**config.mk**
```make
export PLATFORM = sky130hd
export DESIGN_NAME = bus_cycle_monitor
export DESIGN_NICKNAME = d
export VERILOG_FILES = /design/src/rtl/bcm_pkg.sv /design/src/rtl/bcm_decode.sv /design/src/rtl/bcm_cycle_track.sv /design/src/rtl/bcm_lock_track.sv /design/src/rtl/bus_cycle_monitor.sv
export SDC_FILE = /design/constraint.sdc
export NUM_CORES = 1
export LEC_CHECK = 0
export BUFFER_PORTS_ARGS = -buffer_cell sky130_fd_sc_hd__buf_2
export CELL_PAD_IN_SITES_DETAIL_PLACEMENT = 0
export CELL_PAD_IN_SITES_GLOBAL_PLACEMENT = 2
export CORE_MARGIN = 3
export CORE_UTILIZATION = 26
export DETAILED_ROUTE_END_ITERATION = 7
export PLACE_DENSITY_LB_ADDON = 0.08
export SYNTH_ARGS = -nofsm -noshare
export SYNTH_HDL_FRONTEND = slang
export SYNTH_SLANG_ARGS = --single-unit
```
**constraint.sdc**
```tcl
create_clock -name clk -period 1.5 [get_ports clk]
set_input_delay 0 -clock clk [delete_from_list [all_inputs] [get_ports clk]]
set_output_delay 0 -clock clk [all_outputs]
set_load 0.05 [all_outputs]
```
**src/rtl/bcm_pkg.sv**
```systemverilog
// Shared types for the bus cycle monitor.
// Assumes a 4-bit cycle type code and six sticky error sources.
package bcm_pkg;

    typedef enum logic [3:0] {
        CT_INTA      = 4'd0,
        CT_SPECIAL   = 4'd1,
        CT_IO_RD     = 4'd2,
        CT_IO_WR     = 4'd3,
        CT_CODE_RD   = 4'd4,
        CT_RSVD      = 4'd5,
        CT_MEM_RD    = 4'd6,
        CT_MEM_WR    = 4'd7,
        CT_SHUTDOWN  = 4'd8,
        CT_HALT      = 4'd9,
        CT_STOPGRANT = 4'd10,
        CT_NONE      = 4'd15
    } cyc_type_e;

    localparam int ERR_W          = 6;
    localparam int ERR_RSVD       = 0;
    localparam int ERR_OVERLAP    = 1;
    localparam int ERR_HOLD_LOCK  = 2;
    localparam int ERR_LOCK_BURST = 3;
    localparam int ERR_STRAY_RDY  = 4;
    localparam int ERR_EARLY_REL  = 5;

endpackage

```
**src/rtl/bcm_decode.sv**
```systemverilog
// Combinational cycle classifier.
// Maps the definition code plus byte-enable and address patterns to a type.
// Assumes inputs are only meaningful in a strobe clock; the caller latches.
module bcm_decode
    import bcm_pkg::*;
(
    input  logic [2:0] def_code,
    input  logic [3:0] byte_en_n,
    input  logic [2:0] addr_sel,
    output cyc_type_e  kind,
    output logic       is_reserved
);

    // Pick the base type, then refine special cycles by their patterns.
    always_comb begin
        kind = cyc_type_e'({1'b0, def_code});
        if (def_code == 3'b001) begin
            if (byte_en_n == 4'b1110 && addr_sel == 3'b000) begin
                kind = CT_SHUTDOWN;
            end else if (byte_en_n == 4'b1011 && addr_sel == 3'b000) begin
                kind = CT_HALT;
            end else if (byte_en_n == 4'b1011 && addr_sel == 3'b100) begin
                kind = CT_STOPGRANT;
            end
        end
    end

    assign is_reserved = (def_code == 3'b101);

endmodule

```
**src/rtl/bcm_cycle_track.sv**
```systemverilog
// Follows one outstanding bus cycle from strobe to completion.
// Counts burst transfers, emits the done pulse, samples the multi-cycle lock,
// and raises single-clock error events for the sticky register in the top.
// Assumes at most one cycle outstanding; a second strobe replaces the first.
module bcm_cycle_track
    import bcm_pkg::*;
#(
    parameter int BEAT_W = 3
) (
    input  logic              clk,
    input  logic              rst_n,
    input  logic              start,
    input  cyc_type_e         start_kind,
    input  logic              start_locked,
    input  logic              start_write,
    input  logic              ready_n,
    input  logic              burst_ready_n,
    input  logic              burst_last_n,
    input  logic              multi_lock_n,
    output logic              busy,
    output logic              cur_locked,
    output cyc_type_e         cur_kind,
    output logic              done,
    output logic [BEAT_W-1:0] beats,
    output logic              more,
    output logic              evt_overlap,
    output logic              evt_stray,
    output logic              evt_locked_burst
);

    localparam logic [BEAT_W-1:0] BEAT_MAX = '1;

    logic              cur_write;
    logic [BEAT_W-1:0] beat_cnt;
    logic              finish;
    logic              mid_beat;

    // Completion and intermediate burst transfer for the current clock.
    always_comb begin
        finish   = busy && (!ready_n || (!burst_ready_n && !burst_last_n));
        mid_beat = busy && ready_n && !burst_ready_n && burst_last_n;
    end

    // Error events seen this clock.
    always_comb begin
        evt_overlap      = start && busy;
        evt_stray        = !busy && (!ready_n || !burst_ready_n);
        evt_locked_burst = mid_beat && cur_locked && !cur_write;
    end

    // Outstanding flag: a strobe opens a cycle, a completion closes it.
    always_ff @(posedge clk) begin
        if (!rst_n) begin
            busy <= 1'b0;
        end else if (start) begin
            busy <= 1'b1;
        end else if (finish) begin
            busy <= 1'b0;
        end
    end

    // Attributes captured in the strobe clock.
    always_ff @(posedge clk) begin
        if (!rst_n) begin
            cur_kind   <= CT_NONE;
            cur_locked <= 1'b0;
            cur_write  <= 1'b0;
        end else if (start) begin
            cur_kind   <= start_kind;
            cur_locked <= start_locked;
            cur_write  <= start_write;
        end
    end

    // Saturating count of intermediate burst transfers.
    always_ff @(posedge clk) begin
        if (!rst_n) begin
            beat_cnt <= '0;
        end else if (start) begin
            beat_cnt <= '0;
        end else if (mid_beat && beat_cnt != BEAT_MAX) begin
            beat_cnt <= beat_cnt + 1'b1;
        end
    end

    // Completion results: done pulse, transfer count, multi-cycle lock sample.
    always_ff @(posedge clk) begin
        if (!rst_n) begin
            done  <= 1'b0;
            beats <= '0;
            more  <= 1'b0;
        end else begin
            done <= finish;
            if (finish) begin
                beats <= (beat_cnt == BEAT_MAX) ? BEAT_MAX : beat_cnt + 1'b1;
                more  <= !multi_lock_n;
            end
        end
    end

endmodule

```
**src/rtl/bcm_lock_track.sv**
```systemverilog
// Tracks locked sequences and checks the lock timing rules.
// A sequence opens on a strobe with the lock line low and closes once the
// lock line is high with no cycle outstanding.
// Assumes busy and cur_locked come from the cycle tracker's registers.
module bcm_lock_track (
    input  logic clk,
    input  logic rst_n,
    input  logic start,
    input  logic bus_lock_n,
    input  logic hold_grant,
    input  logic busy,
    input  logic cur_locked,
    output logic lock_active,
    output logic lock_begin,
    output logic lock_end,
    output logic evt_hold_in_lock,
    output logic evt_early_release
);

    // Rule checks: no hold grant under lock, no release inside a locked cycle.
    always_comb begin
        evt_hold_in_lock  = hold_grant && !bus_lock_n;
        evt_early_release = busy && cur_locked && bus_lock_n;
    end

    // Sequence state with single-clock begin and end pulses.
    always_ff @(posedge clk) begin
        if (!rst_n) begin
            lock_active <= 1'b0;
            lock_begin  <= 1'b0;
            lock_end    <= 1'b0;
        end else begin
            lock_begin <= 1'b0;
            lock_end   <= 1'b0;
            if (start && !bus_lock_n && !lock_active) begin
                lock_active <= 1'b1;
                lock_begin  <= 1'b1;
            end else if (lock_active && bus_lock_n && !busy) begin
                lock_active <= 1'b0;
                lock_end    <= 1'b1;
            end
        end
    end

endmodule

```
**src/rtl/bus_cycle_monitor.sv**
```systemverilog
// Passive processor bus cycle monitor (top).
// Classifies each cycle at its strobe, follows it to completion, tracks lock
// sequences and collects protocol violations into sticky error bits.
// Assumes all inputs are synchronous to clk and never drives the bus.
module bus_cycle_monitor
    import bcm_pkg::*;
#(
    parameter int BEAT_W = 3
) (
    input  logic              clk,
    input  logic              rst_n,
    input  logic              addr_strobe_n,
    input  logic              cyc_is_mem,
    input  logic              cyc_is_data,
    input  logic              cyc_is_write,
    input  logic [3:0]        byte_en_n,
    input  logic [2:0]        addr_sel,
    input  logic              ready_n,
    input  logic              burst_ready_n,
    input  logic              burst_last_n,
    input  logic              bus_lock_n,
    input  logic              multi_lock_n,
    input  logic              hold_grant,
    output logic [3:0]        cyc_type,
    output logic              cyc_done,
    output logic [BEAT_W-1:0] cyc_beats,
    output logic              xact_more,
    output logic              lock_active,
    output logic              lock_begin,
    output logic              lock_end,
    output logic [ERR_W-1:0]  err_flags
);

    logic             start;
    cyc_type_e        new_kind;
    cyc_type_e        cur_kind;
    logic             is_reserved;
    logic             busy;
    logic             cur_locked;
    logic [ERR_W-1:0] err_evt;

    assign start = !addr_strobe_n;

    bcm_decode decode_i (
        .def_code    ({cyc_is_mem, cyc_is_data, cyc_is_write}),
        .byte_en_n   (byte_en_n),
        .addr_sel    (addr_sel),
        .kind        (new_kind),
        .is_reserved (is_reserved)
    );

    bcm_cycle_track #(.BEAT_W(BEAT_W)) track_i (
        .clk              (clk),
        .rst_n            (rst_n),
        .start            (start),
        .start_kind       (new_kind),
        .start_locked     (!bus_lock_n),
        .start_write      (cyc_is_write),
        .ready_n          (ready_n),
        .burst_ready_n    (burst_ready_n),
        .burst_last_n     (burst_last_n),
        .multi_lock_n     (multi_lock_n),
        .busy             (busy),
        .cur_locked       (cur_locked),
        .cur_kind         (cur_kind),
        .done             (cyc_done),
        .beats            (cyc_beats),
        .more             (xact_more),
        .evt_overlap      (err_evt[ERR_OVERLAP]),
        .evt_stray        (err_evt[ERR_STRAY_RDY]),
        .evt_locked_burst (err_evt[ERR_LOCK_BURST])
    );

    bcm_lock_track lock_i (
        .clk               (clk),
        .rst_n             (rst_n),
        .start             (start),
        .bus_lock_n        (bus_lock_n),
        .hold_grant        (hold_grant),
        .busy              (busy),
        .cur_locked        (cur_locked),
        .lock_active       (lock_active),
        .lock_begin        (lock_begin),
        .lock_end          (lock_end),
        .evt_hold_in_lock  (err_evt[ERR_HOLD_LOCK]),
        .evt_early_release (err_evt[ERR_EARLY_REL])
    );

    assign err_evt[ERR_RSVD] = start && is_reserved;
    assign cyc_type          = cur_kind;

    // One sticky bit per error source, cleared only by reset.
    for (genvar g = 0; g < ERR_W; g++) begin : g_sticky
        always_ff @(posedge clk) begin
            if (!rst_n) begin
                err_flags[g] <= 1'b0;
            end else if (err_evt[g]) begin
                err_flags[g] <= 1'b1;
            end
        end
    end

endmodule

```
Word level (Yosys, flattened, before mapping)

Cells that the tools add are included.
Widths: inputs -> output; s select.

Bitwise operators: 1
Multiplexer cells: 11
Eq/ne operators: 8
Multiply operators: 0
Add/sub/neg operators: 1
Order comparisons: 0
Divide/modulo/power cells: 0
Shift operators: 0
Reductions and logical operators: 36

Operator list:

| kind                | number |
|---|---|
| $logic_and 1x1->1   | 21 |
| $mux 4              | 4 |
| $eq 3x3->1 const B  | 3 |
| $logic_not 1->1     | 9 |
| $eq 4x4->1 const B  | 2 |
| $mux 1              | 6 |
| $add 3x1->3 const B | 1 |
| $eq 3x1->1 const B  | 1 |
| $logic_not 3->1     | 1 |
| $mux 3              | 1 |
| $ne 3x3->1 const B  | 1 |
| $logic_or 1x1->1    | 2 |
| $ne 2x1->1 const B  | 1 |
| $reduce_and 2->1    | 1 |
| $reduce_bool 2->1   | 1 |
| $reduce_or 2->1     | 1 |
| $not 1->1           | 1 |

Bits in writable memories: 0
Memories kept: 0
Logic and storage cells: 74
ROM bits: 0
Latch bits: 0
Register bits after elaboration: 24
Output and inout bits: 18

Logic depth before layout (Yosys ltp)

Gate-level depths: netlist of the first run.

Depth in word-level cells: 6
Depth in mapped cells: 5

Hierarchy

A second synthesis of the first run with hierarchy kept.

Cell total of the unflattened synthesis: 101
Area total of the unflattened synthesis: 1051.0 µm²

Modules (own cells, without submodules):

| module            | instances | cells an instance | area each (µm²) | sequential area each (µm²) |
|---|---|---|---|---|
| bcm_cycle_track   | 1         | 63                | 659.4           | 300.3 |
| bus_cycle_monitor | 1         | 15                | 178.9           | 120.1 |
| bcm_lock_track    | 1         | 11                | 125.1           | 60.1 |
| bcm_decode        | 1         | 12                | 87.6            | 0.0 |

Worst setup path before layout of the first run

Ideal clock, no wire load.

Kind: flip-flop to flip-flop
From: register track_i.beat_cnt[0]
To: register track_i.beat_cnt[0]
Cell stages (with the launch flop): 5
Buffers on the path: 0
Data arrival time: 1190 ps
Clock period less this slack: 1260 ps
Path slack: 240 ps
Cells stage by stage: dfxtp_1 -> ha_1 -> ha_1 -> or3_1 -> a21oi_1

Word-level cells in the longest chain between the ends: 2

RTL lines:

| item                                                                | line                  | text |
|---|---|---|
| from (decl)                                                         | bcm_cycle_track.sv:34 | `logic [BEAT_W-1:0] beat_cnt;` |
| from (signal assigned)                                              | bcm_cycle_track.sv:82 | `beat_cnt <= beat_cnt + 1'b1;` |
| parallel branches: the longest is 2 deep, another holds $add 3x1->3 | n/a                   |  |

Parallel ways; which one is timed is not known.
A chain may end at the register's enable or synchronous reset.

Worst setup path after layout of the first run

Same ends and word-level chain as after synthesis.

==> impl.org, run 1 <==
** Status
- The run finished with clean final reports.

** Route
- Dividing the detail-routed wire length by the instance count gives 12.44 um.
- Vias after detailed routing :: 931
- For this run, design rule violations remaining after detail routing come to 0.
- The routed design has 2451 um of wire.
- The first routing iteration left 64 violations.
- Mean number of vias per cell :: 4.726
- The first detailed-routing pass took 4 iterations.
- In this run the remaining antenna-violating nets after routing total 0.

** Layout
- # diodes :: 0
- Net count of the finished layout :: 174
- Register cell area after layout :: 480.5 um^2
- Multi-input combinational cell area :: 427.9 um^2
- Layout cells sized above 1 :: 0.2980
- Count of filler cells inserted in the layout :: 371
- Compared with the post-synthesis result, the final layout area differs by 38.16%.

** Power
- Peak VDD IR :: 0.6612 mV
- Summing internal, switching and leakage power gives 1.271 mW.
- LEAKAGE :: 0.5844 nW
- In this run the power density over the cells is roughly 970 nW/um^2.

** Synthesis
- Cell type with the highest aggregate area in the netlist :: sky130_fd_sc_hd__dfxtp_1
- Average cell area after synthesis :: around 9 um^2
- After synthesis, the largest family of logic cells by area is compound AO/OA/AOI/OAI gates.
- The synthesized design contains 24 register bits.
- The most used flip-flop cell after synthesis is sky130_fd_sc_hd__dfxtp_1.
- Ys Warns :: 0
- In this run, synthesis inferred 0 flip-flops with an integrated enable.
- Measured against the total synthesized area, the mux share comes to 0.01053.
- After synthesis, the netlist uses 31 different library cells.
- Sorting the synthesized cells by area gives the leading types as sky130_fd_sc_hd__dfxtp_1 (51%), sky130_fd_sc_hd__a21oi_1 (6.8%), sky130_fd_sc_hd__nor2_1 (4.3%).
- The cell count after synthesis came out at 104.
- For this run, the register share of the synthesized area comes to 0.5053.
- Of the total synthesized cell area, the portion taken by XOR and XNOR cells is 0.
- After synthesis, the share of flip-flops with an asynchronous set or reset is 0.
- Of the total synthesized cell area, the portion taken by AND, OR, NAND and NOR gates is 0.1947.
- Post-synthesis share of cell area spent on full adders, half adders and majority gates :: 0.03947
- Synth Net Count :: 126
- Post-synthesis compound-gate area fraction :: 0.2053
- The synthesized netlist occupies a cell area of 950.9 um^2.
- Share of the synthesized area in the top cell type :: 0.5053

** Hold path
- Worst hold path endpoint :: track_i.busy
- The worst hold path begins at addr_strobe_n.
- The worst hold path passes through 2 cells.
- Class of the most critical hold timing path :: primary input to flop

** CTS
- Worst-skew pair later-pin latency :: slightly above 0.3 ns
- TritonCTS clock tree :: built
- For this design, the sink count on the clock tree is 24.
- Maximum clock insertion buffer count :: 2
- CTS clk-pin slew, worst paths :: 0.13 ns
- Counting the buffers created by CTS gives 3.
- In this run the clock root is driven by a sky130_fd_sc_hd__clkbuf_4.
- Htree depth :: 1

** Die
- In this run the standard cell core region covers 3416 um^2.
- The die covers 4419 um^2.
- Overall die width :: 66.48 um
- Die height :: approximately 66 um
- Std-Cell Rows :: 21
- The initial utilization of the core area, before any placement, comes to 0.2784.
- 37 I/O pins were placed.

** GRT
- The initial antenna violation count came to 0.
- Gr usage total :: 0.1198
- Overall overflow remaining after global route :: 0
- Vias in the first global route :: 923
- Maximum number of pins on one net before global-route repair :: 14
- The first global-routing pass estimated approximately 4000 um of wire.

** STA
- Accumulated negative setup slack :: 0 ns
- Derived from the worst setup path, the maximum achievable clock frequency is 715.3 MHz.
- The final count of hold timing violations came to 0.
- Clock period minus worst slack :: 1.398 ns
- The worst pin sits at a relative slew slack of 0.6925.
- Actual slew at the worst max-slew pin :: between 0.4 and 0.5 ns
- Final count of pins violating max slew :: 0
- The clock arrives with 0.003547 ns of skew.
- Setup repair after global routing left no endpoint under its margin.
- In the finished design, the share of the clock period the worst path needs comes to 0.9320.
- Setup violations remaining at the end of the flow were counted as 0.

** Worst setup path
- Arrival time at the worst endpoint :: 1.65 ns
- CP max FO :: 6
- Startpoint class of the critical path :: flop
- The worst register-to-register path ends at track_i.beat_cnt[0].
- Worst setup path category :: flop to flop
- Setup slack on the worst flop-to-flop path :: 0.10 ns
- Worst reg2reg path depth :: 4
- STA classifies the critical path endpoint as a flop.
- Required arrival time at the worst endpoint :: 1.75 ns
- In this run the critical register-to-register path is launched from track_i.beat_cnt[0].

** Place
- After legalization and detailed placement, the total HPWL measured between 1500 and 2000 um.
- Port buffer count :: 36
- Placer congestion estimate :: between 0.7 and 0.8

** Job
- Number of max-cap violations :: 0
## what timing repair did
action | in CTS | in global routing
endpoints found under the hold margin | 11 | 1
resized for setup | 0 | 0
hold buffers | 8 | 1
buffers inserted | 0 | 0
endpoints found under the setup margin | 0 | 0
## report_power, final
part,switching (mW),total (mW),internal [mW],leakage [nW]
clock network,0.192,0.340,0.148,0.0210
registers,0.0177,0.685,0.668,0.197
logic,0.162,0.246,0.0837,0.366
## critical path, cell delays in order, from the launching register on
cell                      delay [ns]
sky130_fd_sc_hd__dfxtp_1        0.36
sky130_fd_sc_hd__ha_1           0.23
sky130_fd_sc_hd__ha_1           0.24
sky130_fd_sc_hd__or3_1          0.36
sky130_fd_sc_hd__a21oi_1        0.15
## cells in the final DEF, fill, tap and decap left out, types with 2 or more instances in the layout
| master | netlist | routed |
|---|---|---|
| sky130_fd_sc_hd__buf_2 | 1 | 36 |
| sky130_fd_sc_hd__dfxtp_1 | 24 | 24 |
| sky130_fd_sc_hd__a21oi_1 | 13 | 13 |
| sky130_fd_sc_hd__nor2_1 | 11 | 11 |
| sky130_fd_sc_hd__dlygate4sd3_1 | 0 | 9 |
| sky130_fd_sc_hd__inv_1 | 7 | 7 |
| sky130_fd_sc_hd__nand2_1 | 6 | 6 |
| sky130_fd_sc_hd__o21ai_0 | 4 | 4 |
| sky130_fd_sc_hd__nand3_1 | 4 | 4 |
| sky130_fd_sc_hd__nand2b_1 | 3 | 3 |
| sky130_fd_sc_hd__a211oi_1 | 3 | 3 |
| sky130_fd_sc_hd__ha_1 | 3 | 3 |
| sky130_fd_sc_hd__clkbuf_4 | 0 | 3 |
| sky130_fd_sc_hd__a31oi_1 | 2 | 2 |
| sky130_fd_sc_hd__nor3_1 | 2 | 2 |
| sky130_fd_sc_hd__o211ai_1 | 2 | 2 |
| sky130_fd_sc_hd__buf_4 | 0 | 2 |
## cells by family (layout without fill, tap and decap cells)
kind of cell    count (synthesis)  in the layout
compound gates                 30             30
fa+ha+maj                       3              3
buf+inv                        11             58
flops                          24             24
mux                             1              1
simple gates                   35             35
## cells in the mapped netlist (2+ instances only)
cell	instances
sky130_fd_sc_hd__nor3_1	2
sky130_fd_sc_hd__nand3_1	4
sky130_fd_sc_hd__o21ai_0	4
sky130_fd_sc_hd__inv_1	7
sky130_fd_sc_hd__a21oi_1	13
sky130_fd_sc_hd__a211oi_1	3
sky130_fd_sc_hd__clkbuf_1	3
sky130_fd_sc_hd__a31oi_1	2
sky130_fd_sc_hd__o211ai_1	2
sky130_fd_sc_hd__ha_1	3
sky130_fd_sc_hd__nand2_1	6
sky130_fd_sc_hd__dfxtp_1	24
sky130_fd_sc_hd__nor2_1	11
sky130_fd_sc_hd__nand2b_1	3
## final cells by class
cell class	instances	share of cell area
repair buffers	47	0.2171
inverters	7	0.02000
well taps	46	0.04381
clock buffers	4	0.02762
flip-flops and latches	24	0.3657
multi-input cells	69	0.3257
## per-layer routing
metal  track usage  part of all wire  up-vias
met5             0                 0        -
met4       0.03046            0.0069        0
met3       0.04384             0.053        2
met2        0.2057              0.49       27
met1        0.1398              0.44      434
li1              -                 -      468
## metrics by stage
step                hold slack, ns  cells  cell area, um^2  utilization  worst slack [ns]
floorplan                  0.07679    104            950.9            -            0.2405
global placement            0.1872    184             1187       0.3476            0.2129
detailed placement          0.1974    184             1187       0.3476            0.1389
CTS                       0.007093    196             1304       0.3817            0.1089
global route               0.02105    197             1314       0.3846           0.04631
finish                     0.02882    197             1314       0.3846            0.1021
## worst max path at each step
stage | end | cells after the start | slack (ns) | start
after CTS | track_i.beat_cnt[0] | 4 | 0.11 | track_i.beat_cnt[0]
after floorplan | track_i.beat_cnt[0] | 4 | 0.24 | track_i.beat_cnt[0]
after global routing | track_i.beat_cnt[0] | 4 | 0.05 | track_i.beat_cnt[0]
final | track_i.beat_cnt[0] | 4 | 0.10 | track_i.beat_cnt[0]
after global placement | track_i.beat_cnt[0] | 4 | 0.21 | track_i.beat_cnt[0]
after detailed placement | track_i.beat_cnt[0] | 4 | 0.14 | track_i.beat_cnt[0]
## state kept, by name, indices dropped and copies added, names as in the netlist
signal / cells
track_i.more: 1
track_i.beats: 3
track_i.cur_locked: 1
err_flags: 6
lock_i.lock_end: 1
track_i.cur_write: 1
track_i.cur_kind: 4
track_i.done: 1
lock_i.lock_active: 1
lock_i.lock_begin: 1
track_i.beat_cnt: 3
track_i.busy: 1
Power figures use the tool's default switching activity.
==> inputs of run 2 (changes only) <==
- ABC_AREA: default -> 1
- CORE_UTILIZATION: 26 -> 25
==> run 2 against run 1 <==
  * Total power increased by 18%
  * Routed wire length shrank 3.2%
  * Via count is 3.2% higher
  * Worst setup slack about the same
  * Count of clock-buffer cells in the layout shrank 1
  * Combinational power hardly changed
  * Sequential cell count is the same
  * Non-clock buffer count down 6
  * Register-to-register slack is essentially flat
  * Cell count grew 17%
  * Sequential power is 0.6% higher
  * Largest cell class unchanged
  * Critical path depth is 2 higher
==> impl.org, run 2 <==
** Route
- The final routed DRC violation total came to 0 (unchanged).
- The number of search-and-repair iterations in the first detailed-routing pass is 6 (+2).
- Signal routing reaches up to met4.
- Routed length on met3 :: 122 um (-6.2%)
- Vias after detailed routing :: 961 (+3.2%)
- Routed wire length :: 2373 um (-3.2%)
- Length of routed wiring on met1 :: 1122 um (+2.9%)
- Violation count after the first detailed-routing iteration :: 38 (-41%)
- ANT nets after route :: 0 (unchanged)
- The routed length per instance is 10.32 um (-17%).
- The met2 wire length is 1103 um (-9.1%).
- Mean number of vias per cell :: 4.178 (-12%)

** Power
- The cell area power density came to 1106 nW/um^2 (+14%).
- Peak VDD IR :: 0.3604 mV (-45%)
- Post-layout power :: 1.496 mW (+18%)
- LEAKAGE :: 0.7009 nW (+20%)

** Layout
- Synthesis-to-layout area growth :: 35.98%
- The largest registers in the layout are err_flags x6, track_i.cur_kind x4.
- Count of filler cells inserted in the layout :: 445 (+20%)
- Layout cells sized above 1 :: 0.2418 (-0.05626)
- Commonest cells after routing, fill and taps aside :: sky130_fd_sc_hd__buf_2 (36), sky130_fd_sc_hd__nor2_1 (29), sky130_fd_sc_hd__dfxtp_1 (24)
- The final net count came to 205 (+18%).
- Multi-input combinational cell area :: 425.4 um^2 (-0.58%)
- The library cell used most frequently in the layout, excluding fill and tap cells, is sky130_fd_sc_hd__buf_2.
- The number of inserted diodes came to 0 (unchanged).
- Max reg flops :: 6 (unchanged)
- The area occupied by registers is 480.5 um^2 (unchanged).
- err_flags holds more flip-flops than any other register.

** Worst setup path
- The worst register-to-register path begins at track_i.beat_cnt[0].
- CP max stage delay :: 0.33 ns (-0.03 ns)
- The critical path is of the flop to flop type.
- Arrival time at the worst endpoint :: 1.56 ns (-0.09 ns)
- Walking the worst path, the cells encountered are ha_1 -> ha_1 -> nor3_4 -> inv_1 -> nor2_1 -> nor2_1.
- The largest fanout on the critical path came to 4 (-2).
- Setup slack on the worst flop-to-flop path :: 0.10 ns (about the same)
- Required arrival time at the worst endpoint :: 1.66 ns (-0.09 ns)
- Worst reg2reg path depth :: 6 (+2)
- The worst setup path is captured at a flop.
- Crit path buf inv count :: 1 (+1)
- Terminus of the critical flop-to-flop path :: track_i.beat_cnt[1]
- STA classifies the critical path startpoint as a flop.
- On the critical path the largest part of the delay comes from adder cells.
- The slowest stage of the critical path is the sky130_fd_sc_hd__dfxtp_1 cell.

** STA
- The highest clock frequency the design can meet came to 715.5 MHz (about the same).
- Relative slew slack :: 0.8122 (+0.1197)
- The maximum clock skew at final layout was 0.004352 ns (+0.0008051 ns).
- Actual slew at the worst max-slew pin :: 0.2813 ns (-0.1794 ns)
- Final count of pins violating max slew :: 0 (unchanged)
- Final setup violation count :: 0 (unchanged)
- Number of failing hold endpoints at the final stage :: 0 (unchanged)
- The minimum setup slack in the final design came to 0.1024 ns (+0.0003210 ns).
- Clock period minus worst slack :: 1.398 ns (-0.0003210 ns)
- The post-route clock period utilization came to 0.9317 (about the same).

** Place
- The minimum setup slack after placement came to 0.07455 ns (-0.06435 ns).
- The count of buffers from port buffering was 36 (unchanged).
- Placer congestion estimate :: 0.7513 (+7.0%)
- Dpl hpwl :: 1877 um (+6.3%)

** Synthesis
- Most used DFF post-synth :: sky130_fd_sc_hd__dfxtp_1
- Synth Net Count :: 160 (+27%)
- After synthesis, the cell types taking the most area are sky130_fd_sc_hd__dfxtp_1 (48%), sky130_fd_sc_hd__nor2_1 (11%), sky130_fd_sc_hd__inv_1 (8.7%).
- Post-synthesis instance area :: 994.7 um^2 (+4.6%)
- The async set or reset register ratio after synthesis was 0 (unchanged).
- The mean area per synthesized cell was 7.208 um^2 (-21%).
- The number of synthesized register bits came to 24 (unchanged).
- Counting instances in the post-synthesis netlist gives the leading cell types as sky130_fd_sc_hd__nor2_1 (29), sky130_fd_sc_hd__dfxtp_1 (24), sky130_fd_sc_hd__inv_1 (23).
- The number of enable flip-flop cells after synthesis was 0 (unchanged).
- Cell type with the highest aggregate area in the netlist :: sky130_fd_sc_hd__dfxtp_1
- Share of the synthesized area in the top cell type :: 0.4830 (-0.02224)
- The sequential fraction of the synthesis area is 0.4830 (-0.02224).
- Cells after Synth :: 138 (+33%)
- The Yosys warning count was 0 (unchanged).
- Count leader, synth :: sky130_fd_sc_hd__nor2_1
- The post-synthesis cell type count was 16 (-48%).

** Die
- The die area was 4771 um^2 (+8.0%).
- The core area is 3744 um^2 (+9.6%).
- Effective utilization at floorplan :: 0.2657 (-0.01268)
- Number of ports placed on the die boundary :: 37 (unchanged)
- The die boundary height is 69.08 um (+3.9%).
- Std-Cell Rows :: 22 (+4.8%)
- Overall die width :: 69.08 um (+3.9%)

** CTS
- The root buffer cell chosen for the clock tree is sky130_fd_sc_hd__clkbuf_8.
- Clock buffer count from CTS :: 3 (unchanged)
- Htree depth :: 1 (unchanged)
- Worst-skew pair later-pin latency :: 0.26 ns (-0.05 ns)
- TritonCTS clock tree :: built
- The clock transition at the registers of the reported paths was 0.08 ns (-0.05 ns).
- The number of clock sinks seen by CTS is 24 (unchanged).
- The maximum number of buffers from clock root to sink came to 2 (unchanged).

** Job
- Number of max-cap violations :: 0 (unchanged)

** GRT
- Gr usage total :: 0.1009 (-0.01888)
- Number of antenna violations at the first check in global routing :: 0 (unchanged)
- Global-route wire length before repair :: 3953 um (-2.2%)
- Maximum number of pins on one net before global-route repair :: 15 (+1)
- Overall overflow remaining after global route :: 0 (unchanged)
- The number of global-route vias before repair is 881 (-4.6%).

** Hold path
- Worst Hold Path Cells :: 3 (+1)
- In this run the worst hold path is classified as primary input to flop.
- Critical hold path startpoint :: cyc_is_write
- The path with the worst hold slack has its endpoint at track_i.cur_write.

** Status
- Outcome :: finished, final reports clean
run 2: changes by cell type after synthesis, moves of 4 or more:
cell and change:
sky130_fd_sc_hd__nor2_1 +18, sky130_fd_sc_hd__nand2_1 +15, sky130_fd_sc_hd__nand3_1 +5, sky130_fd_sc_hd__o21ai_0 +4, sky130_fd_sc_hd__a21oi_1 -5, sky130_fd_sc_hd__inv_1 +16
run 2: worst max path at each step:
stage | start | endpoint | slack, ns | depth (start not counted)
after CTS | track_i.beat_cnt[0] | track_i.beat_cnt[1] | 0.06 | 6
after detailed placement | track_i.beat_cnt[0] | track_i.beat_cnt[1] | 0.07 | 6
final | track_i.beat_cnt[0] | track_i.beat_cnt[1] | 0.10 | 6
after floorplan | track_i.beat_cnt[0] | track_i.beat_cnt[1] | 0.24 | 6
after global routing | track_i.beat_cnt[0] | track_i.beat_cnt[1] | -0.001 | 6
after global placement | track_i.beat_cnt[0] | track_i.beat_cnt[2] | 0.19 | 6
run 2: final cells by class:
cell class | count | area share
Clock buffer | 3 | 0.03053
Clock inverter | 1 | 0.02220
Inverter | 24 | 0.06660
Multi-Input combinational cell | 89 | 0.3145
Sequential cell | 24 | 0.3552
Tap cell | 48 | 0.04440
Timing Repair Buffer | 41 | 0.1665
run 2: worst reg2reg max path, cell delays in order (launching register included):
cell and delay [ns]:
sky130_fd_sc_hd__dfxtp_1 0.33, sky130_fd_sc_hd__ha_1 0.21, sky130_fd_sc_hd__ha_1 0.24, sky130_fd_sc_hd__nor3_4 0.25, sky130_fd_sc_hd__inv_1 0.11, sky130_fd_sc_hd__nor2_1 0.11
sky130_fd_sc_hd__nor2_1 0.05
run 2: through the flow:
stage / std cells / instance area (um^2) / hold WS, ns / setup TNS (ns) / util
global route: 230 / 1353 / 0.04410 / -0.001364 / 0.3613
global placement: 222 / 1237 / 0.2301 / 0 / 0.3305
floorplan: 138 / 994.7 / 0.1134 / 0 / -
finish: 230 / 1353 / 0.01797 / 0 / 0.3613
CTS: 229 / 1339 / 0.009357 / 0 / 0.3576
detailed placement: 222 / 1237 / 0.2404 / 0 / 0.3305
run 2: layer usage:
metal  vias to the layer above  GRT usage
li1                        518          -
met1                       417     0.1241
met2                        22     0.1653
met3                         4    0.02915
met4                         0    0.03905
met5                         -          0
run 2: repair_timing:
action / 4_1_cts / 5_1_grt
gates resized for setup: 0 / 1
setup endpoints to repair: 0 / 3
hold buffers: 3 / 0
endpoints found under the hold margin: 3 / 0
setup buffers: 0 / 1
run 2: cell families after synthesis:
kind of cell / share of synthesized area
adder cells (fa/ha/maj): 0.03774
flip-flops: 0.4830
buffers and inverters: 0.09559
AO/OA/AOI/OAI: 0.1082
AND/OR/NAND/NOR: 0.2755
run 2: power by group:
part           switching, mW  internal, mW
sequential            0.0190         0.670
combinational          0.177        0.0723
clock                  0.201         0.356
